===== src/rtl/uart_irq_pkg.sv =====
package uart_irq_pkg;
  localparam int IER_W   = 4;
  localparam int LERR_W  = 4;
  localparam int MDLT_W  = 4;
  localparam int SRC_N   = 5;

  typedef enum logic [3:0] {
    ID_MODEM = 4'h0,
    ID_NONE  = 4'h1,
    ID_TXE   = 4'h2,
    ID_RXD   = 4'h4,
    ID_LINE  = 4'h6,
    ID_TOUT  = 4'hC
  } idCode_e;

  // index 0 is the most urgent source
  function automatic idCode_e codeOf(input int idx);
    case (idx)
      0:       codeOf = ID_LINE;
      1:       codeOf = ID_TOUT;
      2:       codeOf = ID_RXD;
      3:       codeOf = ID_TXE;
      default: codeOf = ID_MODEM;
    endcase
  endfunction

  typedef struct packed {
    logic ierLoad;
    logic pendSet;
    logic pendClr;
  } ctrlStb_t;
endpackage


===== src/rtl/uart_irq_ctrl.sv =====
module uart_irq_ctrl
  import uart_irq_pkg::*;
(
  input  logic             clk,
  input  logic             rstN,
  input  logic             enWrStb,
  input  logic             wrTxEn,
  input  logic             idRdStb,
  input  logic             holdLoadStb,
  input  logic             holdEmptySet,
  input  logic             holdEmpty,
  input  logic             ierTxEn,
  input  logic             pendQ,
  input  idCode_e          curNib,
  output ctrlStb_t         stb
);
  logic bit1Chg;

  always_comb begin
    bit1Chg     = enWrStb && (wrTxEn != ierTxEn);
    stb.ierLoad = enWrStb;
    stb.pendSet = 1'b0;
    stb.pendClr = 1'b0;
    if (bit1Chg) begin
      stb.pendSet = wrTxEn && holdEmpty;
      stb.pendClr = !(wrTxEn && holdEmpty);
    end else if (holdLoadStb) begin
      stb.pendClr = 1'b1;
    end else if (idRdStb && curNib == ID_TXE) begin
      stb.pendClr = 1'b1;
    end else if (holdEmptySet && !pendQ) begin
      stb.pendSet = 1'b1;
    end
  end

  // turning bit 1 on with an empty holding register arms the flag
  p_rearm_r9: assert property (@(posedge clk) disable iff (!rstN)
    enWrStb && wrTxEn && !ierTxEn && holdEmpty |=> pendQ);

  // turning bit 1 off drops the flag
  p_disarm_r9: assert property (@(posedge clk) disable iff (!rstN)
    enWrStb && !wrTxEn && ierTxEn |=> !pendQ);

  // reading while transmit empty is shown clears the flag
  p_read_clear_r8: assert property (@(posedge clk) disable iff (!rstN)
    idRdStb && curNib == ID_TXE && !(enWrStb && wrTxEn != ierTxEn) |=> !pendQ);
endmodule


===== src/rtl/uart_irq_dp.sv =====
module uart_irq_dp
  import uart_irq_pkg::*;
#(
  parameter int DATA_W = 8,
  parameter int CNT_W  = 5
) (
  input  logic              clk,
  input  logic              rstN,
  input  ctrlStb_t          stb,
  input  logic [DATA_W-1:0] wrData,
  input  logic [LERR_W-1:0] lineErr,
  input  logic              dataReady,
  input  logic              fifoOn,
  input  logic [CNT_W-1:0]  rxCount,
  input  logic [CNT_W-1:0]  trigLevel,
  input  logic              timeoutPend,
  input  logic [MDLT_W-1:0] modemDelta,
  output logic [IER_W-1:0]  ierQ,
  output logic              pendQ,
  output idCode_e           nibQ,
  output logic [DATA_W-1:0] intId,
  output logic              irqOut
);
  localparam int PAD_W = DATA_W - IER_W - 2;

  logic [SRC_N-1:0] reqVec;
  idCode_e          nxtNib;
  logic             fifoQ;
  logic             unusedHi;

  assign unusedHi = ^wrData[DATA_W-1:IER_W];

  always_ff @(posedge clk) begin
    if (!rstN) begin
      ierQ  <= '0;
      pendQ <= 1'b0;
    end else begin
      if (stb.ierLoad) ierQ <= wrData[IER_W-1:0];
      if (stb.pendClr)      pendQ <= 1'b0;
      else if (stb.pendSet) pendQ <= 1'b1;
    end
  end

  always_comb begin
    reqVec[0] = ierQ[2] && (|lineErr);
    reqVec[1] = ierQ[0] && timeoutPend;
    reqVec[2] = ierQ[0] && dataReady && (!fifoOn || rxCount >= trigLevel);
    reqVec[3] = ierQ[1] && pendQ;
    reqVec[4] = ierQ[3] && (|modemDelta);
  end

  always_comb begin
    nxtNib = ID_NONE;
    for (int i = SRC_N - 1; i >= 0; i--) begin
      if (reqVec[i]) nxtNib = codeOf(i);
    end
  end

  always_ff @(posedge clk) begin
    if (!rstN) begin
      nibQ   <= ID_NONE;
      fifoQ  <= 1'b0;
      irqOut <= 1'b0;
    end else begin
      nibQ   <= nxtNib;
      fifoQ  <= fifoOn;
      irqOut <= (nxtNib != ID_NONE);
    end
  end

  assign intId = {fifoQ, fifoQ, {PAD_W{1'b0}}, nibQ};

  // an enable write is visible on the next cycle
  p_ier_write_r2: assert property (@(posedge clk) disable iff (!rstN)
    stb.ierLoad |=> ierQ == $past(wrData[IER_W-1:0]));

  // an enabled line error is reported ahead of all others
  p_line_first_r4: assert property (@(posedge clk) disable iff (!rstN)
    ierQ[2] && (|lineErr) |=> intId[3:0] == 4'h6);

  // mode bits follow the FIFO flag
  p_fifo_bits_r11: assert property (@(posedge clk) disable iff (!rstN)
    fifoOn |=> intId[DATA_W-1 -: 2] == 2'b11);

  // nothing enabled means no request
  p_quiet_r12: assert property (@(posedge clk) disable iff (!rstN)
    ierQ == '0 |=> !irqOut);
endmodule


===== src/rtl/uart_irq_ident.sv =====
module uart_irq_ident
  import uart_irq_pkg::*;
#(
  parameter int DATA_W = 8,
  parameter int CNT_W  = 5
) (
  input  logic              clk,
  input  logic              rstN,
  input  logic              enWrStb,
  input  logic [DATA_W-1:0] wrData,
  input  logic              idRdStb,
  input  logic              holdLoadStb,
  input  logic              holdEmptySet,
  input  logic              holdEmpty,
  input  logic [LERR_W-1:0] lineErr,
  input  logic              dataReady,
  input  logic              fifoOn,
  input  logic [CNT_W-1:0]  rxCount,
  input  logic [CNT_W-1:0]  trigLevel,
  input  logic              timeoutPend,
  input  logic [MDLT_W-1:0] modemDelta,
  output logic [IER_W-1:0]  enableReg,
  output logic [DATA_W-1:0] intId,
  output logic              irqOut
);
  ctrlStb_t stb;
  logic     pendQ;
  idCode_e  nibQ;

  uart_irq_ctrl u_ctrl (
    .clk          (clk),
    .rstN         (rstN),
    .enWrStb      (enWrStb),
    .wrTxEn       (wrData[1]),
    .idRdStb      (idRdStb),
    .holdLoadStb  (holdLoadStb),
    .holdEmptySet (holdEmptySet),
    .holdEmpty    (holdEmpty),
    .ierTxEn      (enableReg[1]),
    .pendQ        (pendQ),
    .curNib       (nibQ),
    .stb          (stb)
  );

  uart_irq_dp #(.DATA_W(DATA_W), .CNT_W(CNT_W)) u_dp (
    .clk         (clk),
    .rstN        (rstN),
    .stb         (stb),
    .wrData      (wrData),
    .lineErr     (lineErr),
    .dataReady   (dataReady),
    .fifoOn      (fifoOn),
    .rxCount     (rxCount),
    .trigLevel   (trigLevel),
    .timeoutPend (timeoutPend),
    .modemDelta  (modemDelta),
    .ierQ        (enableReg),
    .pendQ       (pendQ),
    .nibQ        (nibQ),
    .intId       (intId),
    .irqOut      (irqOut)
  );
endmodule


===== config.mk =====
export PLATFORM = sky130hd
export DESIGN_NAME = uart_irq_ident
export DESIGN_NICKNAME = d
export VERILOG_FILES = /design/src/rtl/uart_irq_pkg.sv /design/src/rtl/uart_irq_ctrl.sv /design/src/rtl/uart_irq_dp.sv /design/src/rtl/uart_irq_ident.sv
export SDC_FILE = /design/constraint.sdc
export NUM_CORES = 1
export LEC_CHECK = 0
export ABC_AREA = 1
export BUFFER_PORTS_ARGS = -buffer_cell sky130_fd_sc_hd__buf_4
export CAP_MARGIN = 20
export CORE_AREA = 2 2 44 46
export DETAILED_ROUTE_END_ITERATION = 12
export DIE_AREA = 0 0 46 48
export PLACE_DENSITY = 0.74
export SYNTH_ARGS = -nofsm -noshare
export SYNTH_HDL_FRONTEND = slang
export SYNTH_SLANG_ARGS = --single-unit

===== constraint.sdc =====
create_clock -name clk -period 1.1 [get_ports clk]
set_input_delay 0 -clock clk [delete_from_list [all_inputs] [get_ports clk]]
set_output_delay 0 -clock clk [all_outputs]
set_load 0.1 [all_outputs]

-- Word level (Yosys, flattened, before mapping)
Cells that the tools add are included.
- magnitude comparators: 1
- equal/unequal tests: 3
- multiplexer cells: 11
- bitwise gates (word level): 1
- reductions and logical operators: 17
- operators with widths (cell ; count):
    logical AND 1 bit ; 10
    2-to-1 mux 4 bit ; 2
    OR reduction 4 bit ; 2
    2-to-1 mux 1 bit ; 6
    >= comparator 5 bit ; 1
    equality test 4 x 2 -> 1 bit, second input constant ; 1
    2-to-1 mux 2 bit ; 2
    inequality test 4 x 1 -> 1 bit, second input constant ; 1
    logical NOT 1 bit ; 3
    2-to-1 mux 3 bit ; 1
    OR reduction 2 bit ; 1
    logical OR 1 bit ; 1
    inequality test 1 bit ; 1
    NOT 1 bit ; 1
- register bits after elaboration: 11
- input bits: 36
- logic and storage cells: 38

-- Logic depth before layout (Yosys ltp)
Gate-level depths: netlist of the first run.
- word-level depth: 8
- gate-level depth with buffers: 12

-- Hierarchy
Synthesis of the first run repeated with hierarchy kept, for this count alone.
- cell total of the unflattened synthesis: 107
- area total of the unflattened synthesis: 705.7 µm²
- modules (own cells, without submodules) (module ; instances ; cells each ; area each (µm²)):
    uart_irq_dp ; 1 ; 86 ; 610.6
    uart_irq_ctrl ; 1 ; 21 ; 95.1

-- Worst setup path after synthesis of the first run
OpenSTA, ideal clock, no wires.
- path type: register -> register
- start: register u_dp.ierQ[0]
- end: register u_dp.nibQ[0]
- library setup time: 0.121 ns
- data arrival time: 1.391 ns
- data required time: 0.979 ns
- path slack: -0.413 ns
- stages on the path, launching flop included: 4
- buffers on the path: 0
- period minus slack after synthesis: 1.513 ns
- path through: dfxtp_1 -> nand2_1 -> nand4_1 -> nand2_1
- word-level cells in the longest chain between the ends: 5
- elaborated cells on any way between the ends: 6
- RTL lines (element ; line ; source):
    start: declaration ; uart_irq_dp.sv:18 ; output logic [IER_W-1:0] ierQ,
    start signal: assignment ; uart_irq_dp.sv:38 ; if (stb.ierLoad) ierQ <= wrData[IER_W-1:0];
    logical AND 1 bit (2 in a row) ; uart_irq_dp.sv:47 ; reqVec[2] = ierQ[0] && dataReady && (!fifoOn || rxCount >= trigLevel);
    2-to-1 mux 3 bit ; uart_irq_dp.sv:55 ; if (reqVec[i]) nxtNib = codeOf(i);
    2-to-1 mux 4 bit (*) (2 in a row) ; uart_irq_dp.sv:55 ;
    end signal: assignment ; uart_irq_dp.sv:65 ; nibQ <= nxtNib;
    end: declaration ; uart_irq_dp.sv:20 ; output idCode_e nibQ,
Mark *: on every way between the ends. The rest lies on a longest branch, timed or not.
A chain may end at the register's enable or synchronous reset.

-- Worst setup path in the final report of the first run
- start: register u_dp.ierQ[1]
- end: output port enableReg[1]
- RTL lines (element ; line ; source):
    end: declaration ; uart_irq_ident.sv:22 ; output logic [IER_W-1:0] enableReg,
No word-level cell between the ends.

==> results of run 1 <==
-- routing by layer --
| metal | global-route usage | up-vias |
|---|---|---|
| met4 | 0.0343 | 0 |
| met5 | 0 | - |
| met3 | 0.0717 | 0 |
| li1 | - | 375 |
| met2 | 0.272 | 32 |
| met1 | 0.160 | 294 |
-- worst max-delay path by stage --
stage / startpoint / end / slack, ns
2_1_floorplan: u_dp.nibQ[2]$_SDFF_PN0_ / u_dp.pendQ$_SDFFE_PP0P_ / 0.01
3_3_place_gp: rxCount[2] / u_dp.irqOut$_SDFF_PN0_ / 0.01
3_5_place_dp: rxCount[2] / u_dp.irqOut$_SDFF_PN0_ / -0.03
4_1_cts: u_dp.ierQ[1]$_SDFFE_PN0P_ / enableReg[1] / 0.07
5_1_grt: u_dp.ierQ[1]$_SDFFE_PN0P_ / enableReg[1] / 0.03
6_report: u_dp.ierQ[1]$_SDFFE_PN0P_ / enableReg[1] / 0.08
-- state kept, by name (all words and copies together), names as in the netlist --
name	flops
u_dp.ierQ	4
u_dp.nibQ	4
u_dp.fifoQ	1
u_dp.irqOut	1
u_dp.pendQ	1
-- kinds of logic (layout without fill, tap and decap cells) --
family          count (synthesis)  in the layout
simple gates                   39             39
buf+inv                        24             72
compound gates                 12             12
flops                          11             11
fa+ha+maj                       5              5
other cells                     1              2
-- placed cells by master (no fill, tap or decap), types with 3 or more instances in the layout --
cell	Yosys	layout
a21oi_1	6	6
buf_4	5	42
clkbuf_4	0	3
dfxtp_1	11	4
dfxtp_2	0	4
dfxtp_4	0	3
dlygate4sd3_1	0	7
ha_1	5	5
inv_1	19	19
nand2_1	21	21
nor2_1	13	13
o21ai_0	3	3
-- report_power, final --
group	switching (uW)	internal, uW	total, uW
Sequential	17.4	426	443
Combinational	317	162	478
Clock	139	141	280
Total	473	728	1200
-- through the flow --
step                hold slack [ns]  cell area, um^2  total power [uW]  instances
global placement              0.192              940               906        147
CTS                         0.00427             1040              1210        158
detailed placement            0.197              940               913        147
finish                       0.0138             1040              1200        158
global route                 0.0233             1040              1270        158
floorplan                    0.0880              641               777         93
-- final cells by class --
class / count / area share
clock buffer: 4 / 0.0254
multi-input combinational: 58 / 0.285
inverter: 19 / 0.0688
timing repair buffer: 49 / 0.372
sequential: 11 / 0.228
tap: 17 / 0.0205
==> run_results.csv, run 1 <==
group,metric,value,unit
synthesis,synth_cell_types,14,
clock_tree,cts_tree,"built",
clock_tree,h-tree-depth,1,
cells_and_area,nFillCells,155,
drt,dr.max_layer_used,"met3",
cells_and_area,fin_util,0.613,
worst_setup_path,reg2reg_depth,6,
clock_tree,post-cts-setup-buffer-count,0,
synthesis,synth_warnings,0,
synthesis,synth_top_area_frac,0.355,
drt,drt_wl_total,1.50,mm
hold_path,min-delay-start,"lineErr[0]",
synthesis,synth_area_leaders,"dfxtp_1 35%, nand2_1 13%, inv_1 11%",
drt,wl_met2,781,um
floorplanning,die-area,2210,um^2
job,maxCapViolCount,0,
drt,first_iter_violations,8,
worst_setup_path,r2r_slack,0.16,ns
worst_setup_path,crit_arrival,1.02,ns
worst_setup_path,path_buf_inv,1,
placement,numPortBuffers,42,
clock_tree,numClockSinks,11,
floorplanning,dieHeight,48,um
synthesis,synth-simple-area-share,0.252,
worst_setup_path,r2r_end,"u_dp.irqOut$_SDFF_PN0_",
global_routing,grt_first_pass_wirelength,2.35,mm
timing,rsz0062_at_grt,"no",
worst_setup_path,critPathLaunchType,"register",
cells_and_area,multi_input_area,295,um^2
synthesis,synth-seq-area-share,0.355,
drt,avgViaCountPerCell,4.44,
synthesis,syn_avg_cell_area,6.75,um^2
worst_setup_path,cpMaxStageDelayCell,"dfxtp_1",
clock_tree,clock_path_buffers,2,
timing,final.min_clock_period,1.02,ns
hold_path,hold_depth,4,
timing,fin_ws,0.0791,ns
synthesis,synthXorXnorAreaFrac,0,
drt,drtAntennaViolNets,0,
synthesis,syn_area,621,um^2
power_and_ir_drop,max-vdd-ir-drop,654,uV
cells_and_area,nets,183,
global_routing,grtUsageTotal,0.151,
drt,wl_met3,126,um
clock_tree,root_buffer,"clkbuf_4",
timing,finalMaxSlewViolations,0,
floorplanning,start_util,0.367,
timing,setup_violations,0,
cells_and_area,n_antenna_cell,0,
drt,dr.pass1.iters,4,
drt,routedWlPerCell,9.52,um
floorplanning,fp.coreArea,1690,um^2
hold_path,min_to,"u_dp.nibQ[3]$_SDFF_PN0_",
drt,wl_met1,596,um
clock_tree,ctsResizeCount,0,
synthesis,yosysMostFrequentCell,"nand2_1",
worst_setup_path,crit_type,"reg2out",
global_routing,grt_pass1_vias,614,
placement,gp_congestion,0.666,
floorplanning,die_width,46,um
power_and_ir_drop,power_density,1160,nW/um^2
clock_tree,clock_latency,0.27,ns
synthesis,synthTopCellsByCount,"21 x nand2_1, 19 x inv_1, 13 x nor2_1",
timing,fmax,0.980,GHz
worst_setup_path,worstPathRequired,1.10,ns
worst_setup_path,cp_max_fo,6,
worst_setup_path,worstReg2RegStart,"u_dp.ierQ[1]$_SDFFE_PN0P_",
timing,finalHoldViolCount,0,
cells_and_area,area_delta_synth_final,66.9,%
synthesis,synth_flop_cell,"dfxtp_1",
timing,fin_crit_sh,0.928,
worst_setup_path,worst-path-stages,1,
synthesis,synth_top_family_by_area,"simple AND/OR/NAND/NOR gates",
synthesis,synth_seq_cells,11,
run_status,outcome,"completed",
floorplanning,io_pins,49,
hold_path,hp-class,"in2reg",
synthesis,async_reset_ff_frac,0,
clock_tree,numCtsBuffers,3,
power_and_ir_drop,power_leakage,0.000602,uW
global_routing,grt-ovfl-total,0,
global_routing,antenna_found_initial,0,
synthesis,synth_edf_count,0,
clock_tree,cts.reportedPaths.clkPinSlew,0.07,ns
worst_setup_path,cp_slowest_stage_delay,0.42,ns
synthesis,synth-adder-area-share,0.101,
cells_and_area,register_area,236,um^2
drt,drc,0,
floorplanning,rows,15,
global_routing,grt_start_max_net_pins,9,
synthesis,synth_compound_gate_area_share,0.111,
drt,via_count,701,
worst_setup_path,path_delay_family,"flip-flops",
timing,tns,0,ns
worst_setup_path,crit_chain,"buf_4",
placement,dp.final_hpwl,1.17,mm
worst_setup_path,cp-end-kind,"output pin",
timing,skew,0.00834,ns
synthesis,synth_top_area_cell,"dfxtp_1",
clock_tree,hold_buffers,7,
synthesis,synthMuxAreaShare,0,
synthesis,synthCells,92,
placement,pre_cts_slack,-0.0336,ns
cells_and_area,drive_gt1_frac,0.376,
Note: power is estimated with default switching activity, not from simulation.
==> run 2, diff against run 1 <==
Settings changed: ABC_AREA 1 to unset, CORE_AREA 2 2 44 46 to 2 2 46 48, DIE_AREA 0 0 46 48 to 0 0 48 50, PLACE_DENSITY 0.74 to 0.71.
Clock period 1.1 ns to 0.9 ns, I/O delays scaled along.
==> run 2 against run 1 <==
- the flow now finishes with violations (setup timing)
- worst hold slack worse by 0.0053 ns
- final area up 8.1%
- die area up 8.7%
- clock power increased by 19%
- sequential share of layout area decreased by 0.48 points
- sequential power increased by 23%
- global-route usage shrank 1.2 points
- largest power group unchanged
- highest routed layer is now met4
- synthesized cell count decreased by 27%
- clock-buffer cell count is the same
- critical path depth grew 3
- first-iteration DRC count decreased by 38%
- setup slack got worse by 0.20 ns
- critical endpoint is now u_dp.pendQ$_SDFFE_PP0P_
==> run_results.csv, run 2 <==
group,metric,value,unit
global_routing,grtUsageTotal,0.139,
floorplanning,fp.coreArea,1900,um^2
clock_tree,numClockSinks,11,
cells_and_area,nets,156,
drt,first_iter_violations,5,
floorplanning,dieHeight,50,um
cells_and_area,layout_common_cells,"33 x buf_4, 8 x inv_1, 7 x nor2_1, 7 x dfxtp_4",
synthesis,synthXorXnorAreaFrac,0,
synthesis,syn_area,613,um^2
synthesis,synth_flop_cell,"dfxtp_1",
timing,skew,0.00528,ns
timing,tns,-0.347,ns
cells_and_area,nFillCells,176,
synthesis,async_reset_ff_frac,0,
global_routing,antenna_found_initial,0,
timing,setup_violations,7,
synthesis,synthMuxAreaShare,0.0653,
synthesis,synth_warnings,0,
global_routing,grt-ovfl-total,0,
drt,avgViaCountPerCell,4.54,
worst_setup_path,cp-end-kind,"register",
synthesis,synth-adder-area-share,0.102,
placement,gp_congestion,0.721,
worst_setup_path,critPathLaunchType,"register",
clock_tree,root_buffer,"clkbuf_4",
floorplanning,die-area,2400,um^2
timing,finalMaxSlewViolations,0,
clock_tree,numCtsBuffers,3,
hold_path,hold_depth,3,
global_routing,grt_start_max_net_pins,9,
drt,drt_wl_total,1.60,mm
synthesis,synth_cell_types,26,
synthesis,synth-simple-area-share,0.139,
power_and_ir_drop,power_leakage,0.000541,uW
clock_tree,clock_path_buffers,2,
placement,numPortBuffers,42,
synthesis,synth_top_family_by_area,"compound AO/OA/AOI/OAI gates",
synthesis,synth_edf_count,0,
worst_setup_path,crit_path_start,"u_dp.nibQ[0]$_SDFF_PN1_",
clock_tree,h-tree-depth,1,
worst_setup_path,cp_slowest_stage_delay,0.35,ns
synthesis,synth_area_leaders,"dfxtp_1 36%, ha_1 10%, mux2i_1 6.5%",
drt,dr.pass1.iters,4,
global_routing,grt_pass1_vias,597,
cells_and_area,n_antenna_cell,0,
timing,finalHoldViolCount,0,
cells_and_area,reg_top3,"u_dp.ierQ x4, u_dp.nibQ x4",
floorplanning,start_util,0.322,
synthesis,synth-seq-area-share,0.359,
clock_tree,clock_latency,0.27,ns
cells_and_area,fin_util,0.589,
drt,drc,0,
worst_setup_path,cp_max_fo,2,
worst_setup_path,cpMaxStageDelayCell,"dfxtp_4",
worst_setup_path,path_delay_family,"flip-flops",
synthesis,yosysMostFrequentCell,"dfxtp_1",
worst_setup_path,crit_arrival,1.18,ns
synthesis,synth_top_area_frac,0.359,
timing,final.min_clock_period,1.02,ns
placement,dp.final_hpwl,1.22,mm
synthesis,synth_seq_cells,11,
timing,fin_ws,-0.123,ns
run_status,outcome,"finished, violations left",
run_status,violations,"setup timing",
synthesis,synthCells,67,
worst_setup_path,reg2reg_depth,4,
clock_tree,cts_tree,"built",
cells_and_area,drive_gt1_frac,0.535,
drt,drtAntennaViolNets,0,
worst_setup_path,crit_type,"reg2reg",
worst_setup_path,worstPathRequired,1.06,ns
cells_and_area,layout_commonest_cell,"buf_4",
power_and_ir_drop,max-vdd-ir-drop,597,uV
worst_setup_path,crit_chain,"nor4b_4 > a211oi_1 > o211ai_1 > o31ai_1",
hold_path,hp-class,"in2reg",
power_and_ir_drop,power_density,1320,nW/um^2
floorplanning,rows,16,
global_routing,grt_first_pass_wirelength,2.40,mm
hold_path,min-delay-start,"wrData[1]",
job,maxCapViolCount,0,
drt,via_count,640,
timing,fin_crit_sh,1.14,
timing,rsz0062_at_grt,"yes",
synthesis,synthTopCellsByCount,"11 x dfxtp_1, 8 x inv_1, 7 x nor2_1",
synthesis,synth_top_area_cell,"dfxtp_1",
worst_setup_path,path_buf_inv,0,
placement,pre_cts_slack,-0.360,ns
drt,routedWlPerCell,11.3,um
synthesis,syn_avg_cell_area,9.15,um^2
clock_tree,cts.reportedPaths.clkPinSlew,0.07,ns
worst_setup_path,worst-path-stages,4,
synthesis,synth_compound_gate_area_share,0.210,
timing,fmax,0.977,GHz
worst_setup_path,worstReg2RegStart,"u_dp.nibQ[0]$_SDFF_PN1_",
clock_tree,post-cts-setup-buffer-count,0,
floorplanning,die_width,48,um
floorplanning,io_pins,49,
cells_and_area,area_delta_synth_final,82.7,%
==> run 2: cell count changes after synthesis, moves of 2 or more <==
cell     delta
nand2_1    -15
a21oi_1     -6
inv_1      -11
mux2i_1     +4
o21a_1      +2
nor2_1      -6
o21ai_0     -3
==> run 2: layout make-up <==
class	count	area, um^2	area share
clock buffer	4	26.3	0.0235
multi-input combinational	43	339	0.303
timing repair buffer	48	440	0.393
inverter	8	30.0	0.0268
sequential	11	250	0.223
tap	27	33.8	0.0302
==> run 2: worst paths after layout <==
kind                                    end  slack [ns]
setup reg to reg    u_dp.pendQ$_SDFFE_PP0P_       -0.12
hold / removal    u_dp.ierQ[1]$_SDFFE_PN0P_       0.008
hold reg to reg   u_dp.ierQ[3]$_SDFFE_PN0P_        0.52
setup / recovery    u_dp.pendQ$_SDFFE_PP0P_       -0.12
==> run 2: stage by stage <==
step	hold WS (ns)	cell area (um^2)	cells	power (uW)
2_1_floorplan	0.0790	651	68	929
4_1_cts	0.00223	1110	141	1480
3_3_place_gp	0.231	965	132	1080
3_5_place_dp	0.229	965	132	1090
6_report	0.00842	1120	141	1470
5_1_grt	0.0241	1120	141	1550
==> run 2: repair_timing <==
action / 4_1_cts / 5_1_grt
hold endpoints to repair: 8 / 0
gates resized for setup: 16 / 4
cloned: 0 / 0
hold buffers: 5 / 0
pin swaps: 6 / 2
endpoints found under the setup margin: 13 / 10
==> run 2: routing by layer <==
layer | global-route usage | up-vias | wire length, um
met4 | 0.0541 | 0 | 33
met3 | 0.0330 | 4 | 106
met5 | 0 | - | 0
li1 | - | 320 | -
met2 | 0.240 | 23 | 851
met1 | 0.155 | 293 | 606
==> run 2: cells by family (layout without fill, tap and decap cells) <==
kind of cell | Yosys count | in the layout
other cells | 1 | 2
mux | 4 | 4
compound gates | 13 | 13
buf+inv | 14 | 60
simple gates | 19 | 19
flops | 11 | 11
fa+ha+maj | 5 | 5
==> run 2: report_power, final <==
group	internal (uW)	total [uW]	leakage (uW)	switching (uW)
clock network	172	332	0.0000150	160
registers	513	544	0.0000959	31.3
logic	231	598	0.000430	367
total	915	1470	0.000541	559
==> run 2: worst reg2reg max path: cells and delay by family, from the launching register on <==
family | cells | cell delay [ns]
DFF | 1 | 0.35
AOI/OAI and AO/OA | 3 | 0.30
and+or+nand+nor | 1 | 0.27
